<file path="config.mk">
export PLATFORM = sky130hd
export DESIGN_NAME = spi_fault_ctl
export DESIGN_NICKNAME = d
export VERILOG_FILES = /design/src/rtl/spi_fault_pkg.sv /design/src/rtl/spi_fault_sync.sv /design/src/rtl/spi_fault_baud.sv /design/src/rtl/spi_fault_shift.sv /design/src/rtl/spi_fault_pads.sv /design/src/rtl/spi_fault_ctl.sv
export SDC_FILE = /design/constraint.sdc
export NUM_CORES = 1
export LEC_CHECK = 0
export ABC_CLOCK_PERIOD_IN_PS = 3250
export BUFFER_PORTS_ARGS = -buffer_cell sky130_fd_sc_hd__buf_2
export CORE_ASPECT_RATIO = 0.7
export CORE_MARGIN = 2
export CORE_UTILIZATION = 53
export DETAILED_ROUTE_END_ITERATION = 10
export GPL_TIMING_DRIVEN = 0
export PLACE_DENSITY = 0.77
export SYNTH_ARGS = -nofsm -noshare
export SYNTH_HDL_FRONTEND = slang
export SYNTH_SLANG_ARGS = --single-unit
</file>
<file path="constraint.sdc">
create_clock -name clk -period 3.25 [get_ports clk]
set_clock_uncertainty 0.1 [all_clocks]
set_input_delay 0 -clock clk [delete_from_list [all_inputs] [get_ports clk]]
set_output_delay 0 -clock clk [all_outputs]
set_load 0.05 [all_outputs]
</file>
<file path="src/rtl/spi_fault_pkg.sv">
package spi_fault_pkg;
   localparam int CTRL_W = 6;
   localparam int NPINS  = 3;
   localparam int PIN_SCK  = 0;
   localparam int PIN_MOSI = 1;
   localparam int PIN_MISO = 2;

   // bit 0 enable ... bit 5 irq_en
   typedef struct packed {
      logic irq_en;
      logic odrain;
      logic cpha;
      logic cpol;
      logic master;
      logic enable;
   } ctrl_t;
endpackage

</file>
<file path="src/rtl/spi_fault_sync.sv">
module spi_fault_sync #(
   parameter int STAGES = 2,
   parameter int W      = 1,
   parameter logic [W-1:0] RST = '0
) (
   input  logic         clk,
   input  logic         rst_n,
   input  logic [W-1:0] d,
   output logic [W-1:0] q
);
   logic [W-1:0] st [STAGES];

   for (genvar i = 0; i < STAGES; i++) begin : g_st
      if (i == 0) begin : g_first
         always_ff @(posedge clk or negedge rst_n) begin
            if (!rst_n) st[i] <= RST;
            else        st[i] <= d;
         end
      end else begin : g_next
         always_ff @(posedge clk or negedge rst_n) begin
            if (!rst_n) st[i] <= RST;
            else        st[i] <= st[i-1];
         end
      end
   end

   assign q = st[STAGES-1];
endmodule

</file>
<file path="src/rtl/spi_fault_baud.sv">
module spi_fault_baud #(
   parameter int DIV_HALF = 4
) (
   input  logic clk,
   input  logic rst_n,
   input  logic run,
   output logic tick
);
   localparam int DIV_W = (DIV_HALF > 1) ? $clog2(DIV_HALF) : 1;
   localparam logic [DIV_W-1:0] LAST = DIV_W'(DIV_HALF - 1);

   logic [DIV_W-1:0] cnt;

   assign tick = run && (cnt == LAST);

   always_ff @(posedge clk or negedge rst_n) begin
      if (!rst_n)      cnt <= '0;
      else if (!run)   cnt <= '0;
      else if (tick)   cnt <= '0;
      else             cnt <= cnt + 1'b1;
   end
endmodule

</file>
<file path="src/rtl/spi_fault_shift.sv">
module spi_fault_shift #(
   parameter int DATA_W = 8
) (
   input  logic              clk,
   input  logic              rst_n,
   input  logic              clr,
   input  logic              ld,
   input  logic [DATA_W-1:0] ld_val,
   input  logic              ev,
   input  logic              cpha,
   input  logic              din,
   output logic              dout,
   output logic              done,
   output logic [DATA_W-1:0] word
);
   localparam int EDGES = 2 * DATA_W;
   localparam int CW    = $clog2(EDGES);
   localparam logic [CW-1:0] LAST = CW'(EDGES - 1);

   logic [CW-1:0]     cnt;
   logic [DATA_W-1:0] sh;
   logic              rbit;
   logic              lead, samp, skip;

   assign lead = ~cnt[0];
   assign samp = lead ^ cpha;
   assign skip = cpha && (cnt == '0);
   assign done = ev && !clr && (cnt == LAST);
   assign dout = sh[DATA_W-1];
   assign word = {sh[DATA_W-2:0], cpha ? din : rbit};

   always_ff @(posedge clk or negedge rst_n) begin
      if (!rst_n) begin
         cnt  <= '0;
         sh   <= '0;
         rbit <= 1'b0;
      end else begin
         if (clr)      cnt <= '0;
         else if (ev)  cnt <= (cnt == LAST) ? '0 : cnt + 1'b1;

         if (ld)                          sh <= ld_val;
         else if (ev && !samp && !skip)   sh <= {sh[DATA_W-2:0], rbit};

         if (ev && samp) rbit <= din;
      end
   end
endmodule

</file>
<file path="src/rtl/spi_fault_pads.sv">
module spi_fault_pads #(
   parameter int N = 3
) (
   input  logic         odrain,
   input  logic [N-1:0] drive,
   input  logic [N-1:0] level,
   output logic [N-1:0] pout,
   output logic [N-1:0] poe
);
   for (genvar i = 0; i < N; i++) begin : g_pin
      assign pout[i] = odrain ? 1'b0 : level[i];
      assign poe[i]  = drive[i] && (odrain ? !level[i] : 1'b1);
   end
endmodule

</file>
<file path="src/rtl/spi_fault_ctl.sv">
module spi_fault_ctl #(
   parameter int DATA_W      = 8,
   parameter int DIV_HALF    = 4,
   parameter int SYNC_STAGES = 2
) (
   input  logic              clk,
   input  logic              rst_n,
   input  logic              ctrl_we,
   input  logic [5:0]        ctrl_wdata,
   output logic [5:0]        ctrl_q,
   input  logic              fault_en_we,
   input  logic              fault_en_wdata,
   input  logic              stat_rd,
   output logic              modf,
   input  logic              data_we,
   input  logic [DATA_W-1:0] data_wdata,
   input  logic              data_rd,
   output logic [DATA_W-1:0] rx_data,
   output logic              rx_full,
   output logic              xfer_busy,
   output logic              irq,
   input  logic              ss_in,
   output logic              ss_gpio,
   input  logic              sck_in,
   output logic              sck_out,
   output logic              sck_oe,
   input  logic              mosi_in,
   output logic              mosi_out,
   output logic              mosi_oe,
   input  logic              miso_in,
   output logic              miso_out,
   output logic              miso_oe
);
   import spi_fault_pkg::*;

   if (DATA_W < 2)      begin : g_bad_w   $error("DATA_W must be at least 2"); end
   if (DIV_HALF < 2)    begin : g_bad_div $error("DIV_HALF must be at least 2"); end
   if (SYNC_STAGES < 2) begin : g_bad_syn $error("SYNC_STAGES must be at least 2"); end

   ctrl_t             ctrl;
   logic              fault_en, modf_r, clr_arm;
   logic              rx_full_r;
   logic [DATA_W-1:0] rx_r, txb;
   logic              m_act, sck_ph, sck_p;
   logic              ss_s, sck_s, mosi_s;
   logic              is_m, is_s, fault_hit, start, tick, s_edge, ev;
   logic              sh_clr, sh_ld, sh_dout, done;
   logic [DATA_W-1:0] sh_ld_val, word;
   logic [NPINS-1:0]  pdrive, plevel, pout, poe;

   spi_fault_sync #(.STAGES(SYNC_STAGES), .W(3), .RST(3'b100)) u_sync (
      .clk(clk), .rst_n(rst_n),
      .d({ss_in, sck_in, mosi_in}),
      .q({ss_s, sck_s, mosi_s})
   );

   assign is_m      = ctrl.enable &&  ctrl.master;
   assign is_s      = ctrl.enable && !ctrl.master;
   assign ss_gpio   = !(ctrl.enable && (!ctrl.master || fault_en));
   assign fault_hit = is_m && fault_en && !ss_s;
   assign start     = data_we && is_m && !m_act && !modf_r && !fault_hit && !ctrl_we;
   assign s_edge    = is_s && !ss_s && (sck_s != sck_p);
   assign ev        = is_m ? tick : s_edge;

   spi_fault_baud #(.DIV_HALF(DIV_HALF)) u_baud (
      .clk(clk), .rst_n(rst_n), .run(m_act), .tick(tick)
   );

   assign sh_clr    = !ctrl.enable || ctrl_we || fault_hit || (is_s && ss_s);
   assign sh_ld_val = data_we ? data_wdata : txb;

   spi_fault_shift #(.DATA_W(DATA_W)) u_shift (
      .clk(clk), .rst_n(rst_n),
      .clr(sh_clr), .ld(sh_ld), .ld_val(sh_ld_val),
      .ev(ev), .cpha(ctrl.cpha),
      .din(is_m ? miso_in : mosi_s),
      .dout(sh_dout), .done(done), .word(word)
   );

   assign sh_ld = start || (is_s && (ss_s || done));

   always_ff @(posedge clk or negedge rst_n) begin
      if (!rst_n) begin
         ctrl      <= '0;
         fault_en  <= 1'b0;
         modf_r    <= 1'b0;
         clr_arm   <= 1'b0;
         rx_full_r <= 1'b0;
         rx_r      <= '0;
         txb       <= '0;
         m_act     <= 1'b0;
         sck_ph    <= 1'b0;
         sck_p     <= 1'b0;
      end else begin
         sck_p <= sck_s;
         if (ctrl_we)     ctrl     <= ctrl_t'(ctrl_wdata);
         if (fault_en_we) fault_en <= fault_en_wdata;
         if (data_we)     txb      <= data_wdata;

         // fault latch with read-then-write clear
         if (fault_hit) begin
            modf_r  <= 1'b1;
            clr_arm <= 1'b0;
         end else if (ctrl_we && clr_arm) begin
            modf_r  <= 1'b0;
            clr_arm <= 1'b0;
         end else if (stat_rd && modf_r) begin
            clr_arm <= 1'b1;
         end

         // master sequencing
         if (start) begin
            m_act  <= 1'b1;
            sck_ph <= 1'b0;
         end else if (!is_m || ctrl_we || fault_hit || (tick && done)) begin
            m_act  <= 1'b0;
            sck_ph <= 1'b0;
         end else if (tick) begin
            sck_ph <= ~sck_ph;
         end

         if (done)         rx_full_r <= 1'b1;
         else if (data_rd) rx_full_r <= 1'b0;
         if (done)         rx_r      <= word;
      end
   end

   assign pdrive[PIN_SCK]  = is_m && !modf_r;
   assign pdrive[PIN_MOSI] = is_m && !modf_r;
   assign pdrive[PIN_MISO] = is_s && !ss_in;
   assign plevel[PIN_SCK]  = ctrl.cpol ^ (m_act && sck_ph);
   assign plevel[PIN_MOSI] = sh_dout;
   assign plevel[PIN_MISO] = sh_dout;

   spi_fault_pads #(.N(NPINS)) u_pads (
      .odrain(ctrl.odrain), .drive(pdrive), .level(plevel),
      .pout(pout), .poe(poe)
   );

   assign sck_out   = pout[PIN_SCK];
   assign sck_oe    = poe[PIN_SCK];
   assign mosi_out  = pout[PIN_MOSI];
   assign mosi_oe   = poe[PIN_MOSI];
   assign miso_out  = pout[PIN_MISO];
   assign miso_oe   = poe[PIN_MISO];
   assign ctrl_q    = ctrl;
   assign modf      = modf_r;
   assign rx_full   = rx_full_r;
   assign rx_data   = rx_r;
   assign xfer_busy = m_act;
   assign irq       = ctrl.irq_en && (modf_r || rx_full_r);
endmodule

</file>
After elaboration in Yosys (flattened, before gate mapping)
Cells that the tools add are included.
Operators by class
  shift operators: 0
  equal/unequal tests: 3
  add/subtract/negate cells: 2
  multiply operators: 0
  reductions and logical operators: 64
  multiplexer cells: 27
  bitwise operators: 4
  divide/modulo/power cells: 0
  $lt $le $gt $ge: 0
Operators with widths (number)
  1-bit logical AND: 31
  8-bit two-way mux: 3
  1-bit two-way mux: 19
  1-bit zero test: 15
  4-bit two-way mux: 3
  1-bit logical OR: 10
  2-bit nonzero test: 5
  3-bit nonzero test: 2
  4-bit by 1-bit adder with 4-bit output, second input constant: 1
  4-bit == test, second input constant: 1
  4-bit zero test: 1
  2-bit two-way mux: 2
  2-bit by 1-bit adder with 2-bit output, second input constant: 1
  2-bit == test, second input constant: 1
  1-bit inverter: 2
  1-bit bitwise XOR: 2
  1-bit inequality test: 1
Storage, ports and cells
  input port bits: 26
  memory bits (read-only): 0
  RAM bits: 0
  flip-flop bits (word level): 50
  bits in latches: 0
  memories kept: 0

Logic depth before layout (Yosys ltp)
Gate-level depths: netlist of run 1.
  depth after elaboration: 12
  depth in mapped cells: 7
  depth with buffers taken out: 6

By module
A second synthesis of run 1 with hierarchy kept.
Second synthesis, totals
  cells, all modules: 171
  area, all modules: 2193.4 µm²
Modules (own cells, without submodules)
  spi_fault_ctl: cells each 92, area an instance 1222.4 µm², instances 1, seq. area each 725.7 µm²
  spi_fault_shift: cells each 58, area an instance 663.1 µm², instances 1, seq. area each 325.3 µm²
  spi_fault_sync: cells each 9, area an instance 175.2 µm², instances 1, seq. area each 152.6 µm²
  spi_fault_baud: cells each 6, area an instance 91.3 µm², instances 1, seq. area each 50.0 µm²
  spi_fault_pads: cells each 6, area an instance 41.3 µm², instances 1, seq. area each 0.0 µm²

Worst setup path before layout of run 1
OpenSTA, ideal clock, no wires.
  path type: register to register
  start point: register ctrl (netlist bit ctrl_q[1])
  end point: register u_shift.sh[0]
  buffers on the path: 2
  path slack: 0.694 ns
  data arrival time: 2.331 ns
  cell stages (with the launch flop): 8
  period minus slack after synthesis: 2.556 ns
  cells stage by stage: dfrtp_1 buf_2 or3b_1 o21a_1 a311o_1 buf_6 mux2_4 mux2_4
On the way
  cells in the longest elaborated chain, start to end: 12
  elaborated cells between the ends (all ways): 27
  classes of those cells: mux (2); reduce/logical (25)
RTL lines
  from (decl): RTL line spi_fault_ctl.sv:40  | ctrl_t ctrl;
  from (signal assigned): RTL line spi_fault_ctl.sv:96  | if (ctrl_we) ctrl <= ctrl_t'(ctrl_wdata);
  1-bit logical AND: RTL line spi_fault_ctl.sv:57  | assign is_m = ctrl.enable && ctrl.master;
  1-bit logical AND (2 in series): RTL line spi_fault_ctl.sv:60  | assign fault_hit = is_m && fault_en && !ss_s;
  1-bit logical OR (2 in series): RTL line spi_fault_ctl.sv:69  | assign sh_clr = !ctrl.enable || ctrl_we || fault_hit || (is_s && ss_s);
  1-bit zero test: RTL line spi_fault_shift.sv:28  | assign done = ev && !clr && (cnt == LAST);
  1-bit logical AND (2 in series): RTL line spi_fault_shift.sv:28
  1-bit logical OR: RTL line spi_fault_ctl.sv:80  | assign sh_ld = start || (is_s && (ss_s || done));
  1-bit logical AND: RTL line spi_fault_ctl.sv:80
  1-bit logical OR: RTL line spi_fault_ctl.sv:80
  8-bit two-way mux or 2-bit nonzero test (tied branches)
  to (signal assigned): RTL line spi_fault_shift.sv:41  | if (ld) sh <= ld_val;
  to (signal assigned): RTL line spi_fault_shift.sv:42  | else if (ev && !samp && !skip) sh <= {sh[DATA_W-2:0], rbit};
  to (decl): RTL line spi_fault_shift.sv:21  | logic [DATA_W-1:0] sh;
Several ways; a longest one is shown, not always the timed one.
A chain may end at the register's enable or synchronous reset.

Worst setup path in the final report of run 1
  start point: register ctrl (netlist bit ctrl_q[1])
  end point: register u_shift.sh[4]
Same word-level chain as after synthesis.

==> results of run 1 <==
==> layout make-up <==
| class | instances | area, µm² | area share |
|---|---|---|---|
| plain buffers | 8 | 51.30 | 0.01751 |
| inverters | 4 | 15.01 | 0.005126 |
| flip-flops and latches | 50 | 1254 | 0.4280 |
| repair buffers | 73 | 485.5 | 0.1657 |
| clock inverters | 1 | 30.03 | 0.01025 |
| well taps | 52 | 65.06 | 0.02221 |
| multi-input cells | 110 | 945.9 | 0.3229 |
| clock buffers | 6 | 82.58 | 0.02819 |
==> final timing paths <==
path	start	depth (start not counted)	slack (ns)	endpoint
max	ctrl_q[1]	7	0.81	u_shift.sh[4]
min reg2reg	u_sync.st[4]	0	0.26	u_sync.q[1]
max in group asynchronous	rst_n	2	2.04	sck_ph
min in group asynchronous	rst_n	2	0.34	rx_full
max reg2reg	ctrl_q[1]	7	0.81	u_shift.sh[4]
min	ctrl_we	4	0.12	u_shift.cnt[3]
==> repair_timing <==
item / 4_1_cts / 5_1_grt
hold endpoints to repair: 74 / 0
setup endpoints to repair: 0 / 0
hold buffers: 24 / 0
==> placed cells by master (no fill, tap or decap), types with 3 or more instances in the layout <==
| master | n |
|---|---|
| inv_1 | 4 |
| dlygate4sd3_1 | 24 |
| ha_1 | 3 |
| clkbuf_8 | 6 |
| nand2_1 | 16 |
| a21oi_1 | 7 |
| buf_2 | 51 |
| o21a_1 | 3 |
| nor2b_1 | 5 |
| nor3b_1 | 3 |
| mux2_2 | 22 |
| mux2_4 | 16 |
| buf_4 | 3 |
| nor2_1 | 5 |
| nor3_1 | 3 |
| dfrtp_1 | 48 |
| o21ai_0 | 3 |
==> stage by stage <==
stage                     std cells  area (µm²)  setup WS (ns)  hold WS, ns    util
after floorplan                 172        2266         0.6945      -0.3956       -
after global routing            304        2929         0.7329       0.1619  0.7291
after CTS                       304        2929         0.8052      0.09691  0.7291
final                           304        2929         0.8081       0.1196  0.7291
after global placement          273        2576         0.8855     0.007748  0.6412
after detailed placement        273        2576         0.8564     0.009736  0.6412
==> flip-flops by register name, indices dropped and copies added, names as in the netlist <==
name / count
rx_data: 8
u_sync.q: 3
u_shift.cnt: 4
clr_arm: 1
sck_p: 1
xfer_busy: 1
u_sync.st: 3
sck_ph: 1
ctrl_q: 6
fault_en: 1
u_shift.sh: 8
rx_full: 1
txb: 8
u_shift.rbit: 1
u_baud.cnt: 2
modf: 1
==> routing by layer <==
layer | wire [µm] | up-vias | share of wire
li1 | - | 760 | -
met1 | 2136 | 745 | 0.47
met2 | 2085 | 47 | 0.46
met3 | 238 | 7 | 0.053
met4 | 40 | 0 | 0.0089
met5 | 0 | - | 0
==> worst register-to-register path: cells and delay by family, from the launching register on <==
family | cells | cell delay [ns]
flops | 1 | 0.39
mux | 2 | 0.57
simple gates | 1 | 0.41
compound gates | 2 | 0.54
buf+inv | 2 | 0.33
==> power groups by stage <==
stage	clock network (mW)	logic, mW	registers (mW)
6_report	0.434	0.419	0.766
5_1_grt	0.469	0.450	0.780
4_1_cts	0.445	0.419	0.766
3_5_place_dp	0	0.394	0.778
3_3_place_gp	0	0.385	0.774
2_1_floorplan	0	0.276	0.796
==> kinds of logic after synthesis <==
logic type               Yosys count  share of synthesized area
flip-flops                        50                     0.5533
AND/OR/NAND/NOR                   42                    0.09499
multiplexers                      39                     0.2198
AO/OA/AOI/OAI                     22                    0.07068
buffers and inverters             12                    0.02926
XOR/XNOR                           4                    0.01546
adder cells (fa/ha/maj)            3                    0.01657
==> cells in the mapped netlist, types with 2 or more instances <==
| cell type | n |
|---|---|
| nor3_1 | 3 |
| o21ai_0 | 3 |
| ha_1 | 3 |
| nor2_1 | 5 |
| buf_2 | 2 |
| nand2_1 | 16 |
| a21oi_1 | 7 |
| nor3b_1 | 3 |
| xnor2_1 | 2 |
| inv_1 | 4 |
| mux2_2 | 22 |
| xor2_1 | 2 |
| a31oi_1 | 2 |
| nand3_1 | 2 |
| buf_4 | 3 |
| mux2_4 | 16 |
| clkbuf_1 | 2 |
| dfstp_2 | 2 |
| o21a_1 | 3 |
| nor2b_1 | 5 |
| dfrtp_1 | 48 |
==> results.py, run 1 <==
metrics = {
    "status": {
        "status": "finished, final reports clean",
    },
    "place": {
        "portBuffers": 49,
        "gp_congestion": 0.7869,
        "hpwl_mm": 2.951,
    },
    "logic_synthesis": {
        "synthDominantCellAreaShare": 0.5301,
        "synthFlopType": "dfrtp_1",
        "synth_area_leaders": "dfrtp_1 53%, mux2_2 11%, mux2_4 11%",
        "yosys.area.top_type": "dfrtp_1",
        "yosys_warnings": 0,
        "avgSynthCellArea_um2": 13.17,
        "synth_cell_type_count": 38,
        "ys_async_sr_fraction": 1.000,
        "seq_area_frac_synth": 0.5533,
        "synth_seq_cells": 50,
        "synthCells": 172,
        "syn-num-nets": 201,
        "netlist_area_um2": 2266,
        "synth_edf_count": 0,
    },
    "drt": {
        "routed_wl_mm": 4.500,
        "drc": 0,
        "antenna_left": 0,
        "vias_per_cell": 5.128,
        "vias": 1559,
        "drtIter0Drc": 44,
        "routedWlPerCell_um": 14.80,
        "dr.pass1.iters": 4,
    },
    "global_route": {
        "met3_usage": 0.04601,
        "grt_start_max_net_pins": 51,
        "antenna_found_initial": 0,
        "grt_usage": 0.2061,
        "use_met2": 0.3310,
        "grt_pass1_vias": 1588,
        "grt_overflow_total": 0,
        "grt_pass1_wl_mm": 7.334,
        "grtUsageMet1": 0.2892,
        "top_usage_layer": "met2",
    },
    "cts": {
        "clock_path_buffers": 2,
        "clock_latency_ns": 0.29,
        "clkTransAtPathRegs_ns": 0.08,
        "post_cts_buffers": 0,
        "cts_made_buffers": 5,
        "ctsResizeCount": 0,
        "h-tree-depth": 2,
        "cts_tree": "yes",
        "cts_sinks": 50,
        "ctsRootBufferMaster": "clkbuf_8",
    },
    "worst_setup_path": {
        "crit_chain": "buf_2, or3b_1, o21a_1, a311o_1, buf_6, mux2_4, mux2_4",
        "worstPathBufferInverterCount": 2,
        "cpPeakStageDelay_ns": 0.41,
        "worstSetupEndpointType": "flop",
        "crit_fanout": 9,
        "cp.arrival_ns": 2.53,
        "cpMostUsedCell": "mux2_4",
        "crit_type": "reg -> reg",
        "critPathTopFamily": "multiplexers",
        "critical_path_required_ns": 3.34,
        "cp_slowest_cell": "or3b_1",
        "crit_path_start_kind": "flop",
    },
    "sta": {
        "final-setup-viol-count": 0,
        "fmax_ghz": 0.4095,
        "final_max_slew_viol_count": 0,
        "post-route-period-util": 0.7514,
        "finalSetupTns_ns": 0,
        "hold_violations": 0,
        "rsz0062_at_grt": "false",
        "relSlewSlack": 0.2874,
        "min_period_ns": 2.442,
        "worst_slew_pin_slew_ns": 1.069,
    },
    "pwr": {
        "vdd_drop_max_v": 0.0003674,
        "p_per_area_nw_per_um2": 552.7,
        "power_frac_seq": 0.473,
        "netSwitchingFraction": 0.2882,
        "comb_power_share": 0.259,
        "intPower_mw": 1.152,
        "p_clk_frac": 0.268,
        "switchingPower_mw": 0.4666,
        "p_leak_nw": 1.441,
        "total_power_mw": 1.619,
    },
    "final_layout": {
        "final_nets": 281,
        "fillerInstances": 265,
        "layout-drive-gt1-share": 0.4087,
        "n_antenna_cell": 0,
        "syn2layout_area_growth_pct": 29.27,
    },
    "worst_hold_path": {
        "hold_class": "in -> reg",
    },
    "job": {
        "drv_cap": 0,
    },
    "floorplanning": {
        "core_area_um2": 4018,
        "ios": 51,
        "rows": 19,
        "die_h_um": 58.71,
        "fp.dieW_um": 82.15,
        "die_area_um2": 4823,
        "start_util": 0.5640,
    },
}
No activity file was read; power rests on OpenSTA's default activity.
==> run 2: changes to the inputs <==
- ABC_CLOCK_PERIOD_IN_PS: 3250 -> 2200
- CORE_UTILIZATION: 53 -> 48
- PLACE_DENSITY: 0.77 -> 0.74
- clock period: 3.25 -> 2.2 ns (I/O delays scaled with it)
==> results.py, run 2 (synthesis results as in run 1) <==
metrics = {
    "drt": {
        "drtIter0Drc": 133,
        "vias_per_cell": 5.236,
        "dr.pass1.iters": 4,
        "routedWlPerCell_um": 14.92,
        "vias": 1644,
        "routed_wl_mm": 4.685,
        "drc": 0,
        "antenna_left": 0,
    },
    "worst_setup_path": {
        "critical_path_required_ns": 2.29,
        "crit_fanout": 8,
        "reg2reg_depth": 6,
        "crit_type": "reg -> reg",
        "crit_path_start_kind": "flop",
        "cp.arrival_ns": 2.28,
        "reg2reg_slack_ns": 0.02,
        "r2r_end": "u_shift.sh[3]",
        "reg2reg_from": "ctrl_q[1]",
        "worstSetupEndpointType": "flop",
    },
    "sta": {
        "fmax_ghz": 0.4577,
        "post-route-period-util": 0.9931,
        "final_max_slew_viol_count": 0,
        "final-setup-viol-count": 0,
        "rsz0062_at_grt": "true",
        "finalSetupTns_ns": 0,
        "min_period_ns": 2.185,
        "relSlewSlack": 0.2915,
        "hold_violations": 0,
        "worst_slew_pin_slew_ns": 1.063,
    },
    "floorplanning": {
        "fp.dieW_um": 86.12,
        "die_area_um2": 5295,
        "die_h_um": 61.49,
        "rows": 20,
        "ios": 51,
        "core_area_um2": 4429,
        "start_util": 0.5116,
    },
    "pwr": {
        "p_per_area_nw_per_um2": 795.2,
        "vdd_drop_max_v": 0.0003672,
        "p_leak_nw": 1.475,
        "total_power_mw": 2.401,
    },
    "global_route": {
        "grt_pass1_wl_mm": 7.196,
        "antenna_found_initial": 0,
        "grt_overflow_total": 0,
        "grt_start_max_net_pins": 51,
        "grt_pass1_vias": 1532,
        "grt_usage": 0.1848,
    },
    "final_layout": {
        "multi_input_area_um2": 969.7,
        "final_cells": 314,
        "layout_common_cells": "49 x buf_2, 46 x dfrtp_1, 24 x dlygate4sd3_1, 22 x mux2_2",
        "n_antenna_cell": 0,
        "layout-drive-gt1-share": 0.4440,
        "final_common_cell": "buf_2",
        "fillerInstances": 321,
        "register_area_um2": 1256,
        "postLayoutCellArea_um2": 3019,
        "final_nets": 287,
        "syn2layout_area_growth_pct": 33.24,
    },
    "cts": {
        "ctsRootBufferMaster": "clkbuf_8",
        "clkTransAtPathRegs_ns": 0.09,
        "cts_sinks": 50,
        "h-tree-depth": 2,
        "cts_tree": "yes",
        "cts_made_buffers": 5,
        "clock_latency_ns": 0.30,
        "clock_path_buffers": 2,
    },
    "job": {
        "drv_cap": 0,
    },
    "status": {
        "status": "finished, final reports clean",
    },
    "worst_hold_path": {
        "hold_class": "in -> reg",
        "hold_path.startpoint": "ctrl_we",
        "holdPathEnd": "u_shift.cnt[3]",
        "holdPathStages": 4,
    },
    "place": {
        "portBuffers": 49,
        "place_area_um2": 2594,
        "gp_congestion": 0.7558,
        "hpwl_mm": 2.916,
        "dp.cells": 276,
    },
}
## run 2: cell types whose count changed in the layout (fill, tap and decap cells not counted), sizes merged
cell and change:
buf +6, clkinvlp +1
## run 2: worst max-delay path, stage by stage, from the launching register on
cell and delay, ns:
dfrtp_2 0.42, or3b_4 0.38, o21a_1 0.19, a311o_1 0.28, buf_6 0.16, mux2_4 0.29, mux2_4 0.26
## run 2: worst max-delay path by stage
stage / start / endpoint
6_report: ctrl_q[1] / u_shift.sh[3]
5_1_grt: u_sync.q[2] / u_shift.sh[7]
4_1_cts: ctrl_q[1] / u_shift.sh[5]
3_5_place_dp: ctrl_q[1] / u_shift.sh[5]
3_3_place_gp: ctrl_q[1] / u_shift.sh[1]
2_1_floorplan: ctrl_q[1] / u_shift.sh[0]
## run 2: where the power goes
part,switching (mW),internal (mW)
Sequential,0.0933,1.03
Combinational,0.321,0.321
Clock,0.293,0.339
## run 2: area by class of cell
class / count / area share
Sequential cell: 50 / 0.4161
Multi-Input combinational cell: 110 / 0.3212
Timing Repair Buffer: 80 / 0.1823
Clock buffer: 6 / 0.02404
Tap cell: 55 / 0.02279
Buffer: 7 / 0.01616
Clock inverter: 2 / 0.01243
Inverter: 4 / 0.004973
## run 2: what timing repair did
action,4_1_cts,5_1_grt
cloned,0,0
pin swaps,2,4
endpoints found under the hold margin,77,0
hold buffers,24,0
endpoints found under the setup margin,8,17
gates resized for setup,1,3
setup buffers,4,3
## run 2: layer usage
metal  track usage  vias up  wire (µm)
li1              -      777          -
met3       0.04960       13        253
met5             0        -          0
met2        0.2935       61       2186
met4       0.09751        0        138
met1        0.2381      793       2107
## run 2: per-stage QoR
stage | utilization | hold slack [ns] | setup slack (ns)
final | 0.6816 | 0.09447 | 0.01525
after global routing | 0.6816 | 0.1130 | -0.02454
after floorplan | - | -0.3956 | -0.2293
after CTS | 0.6703 | 0.1042 | -0.04957
after detailed placement | 0.5856 | 0.009313 | -0.1409
after global placement | 0.5856 | 0.008017 | -0.1380
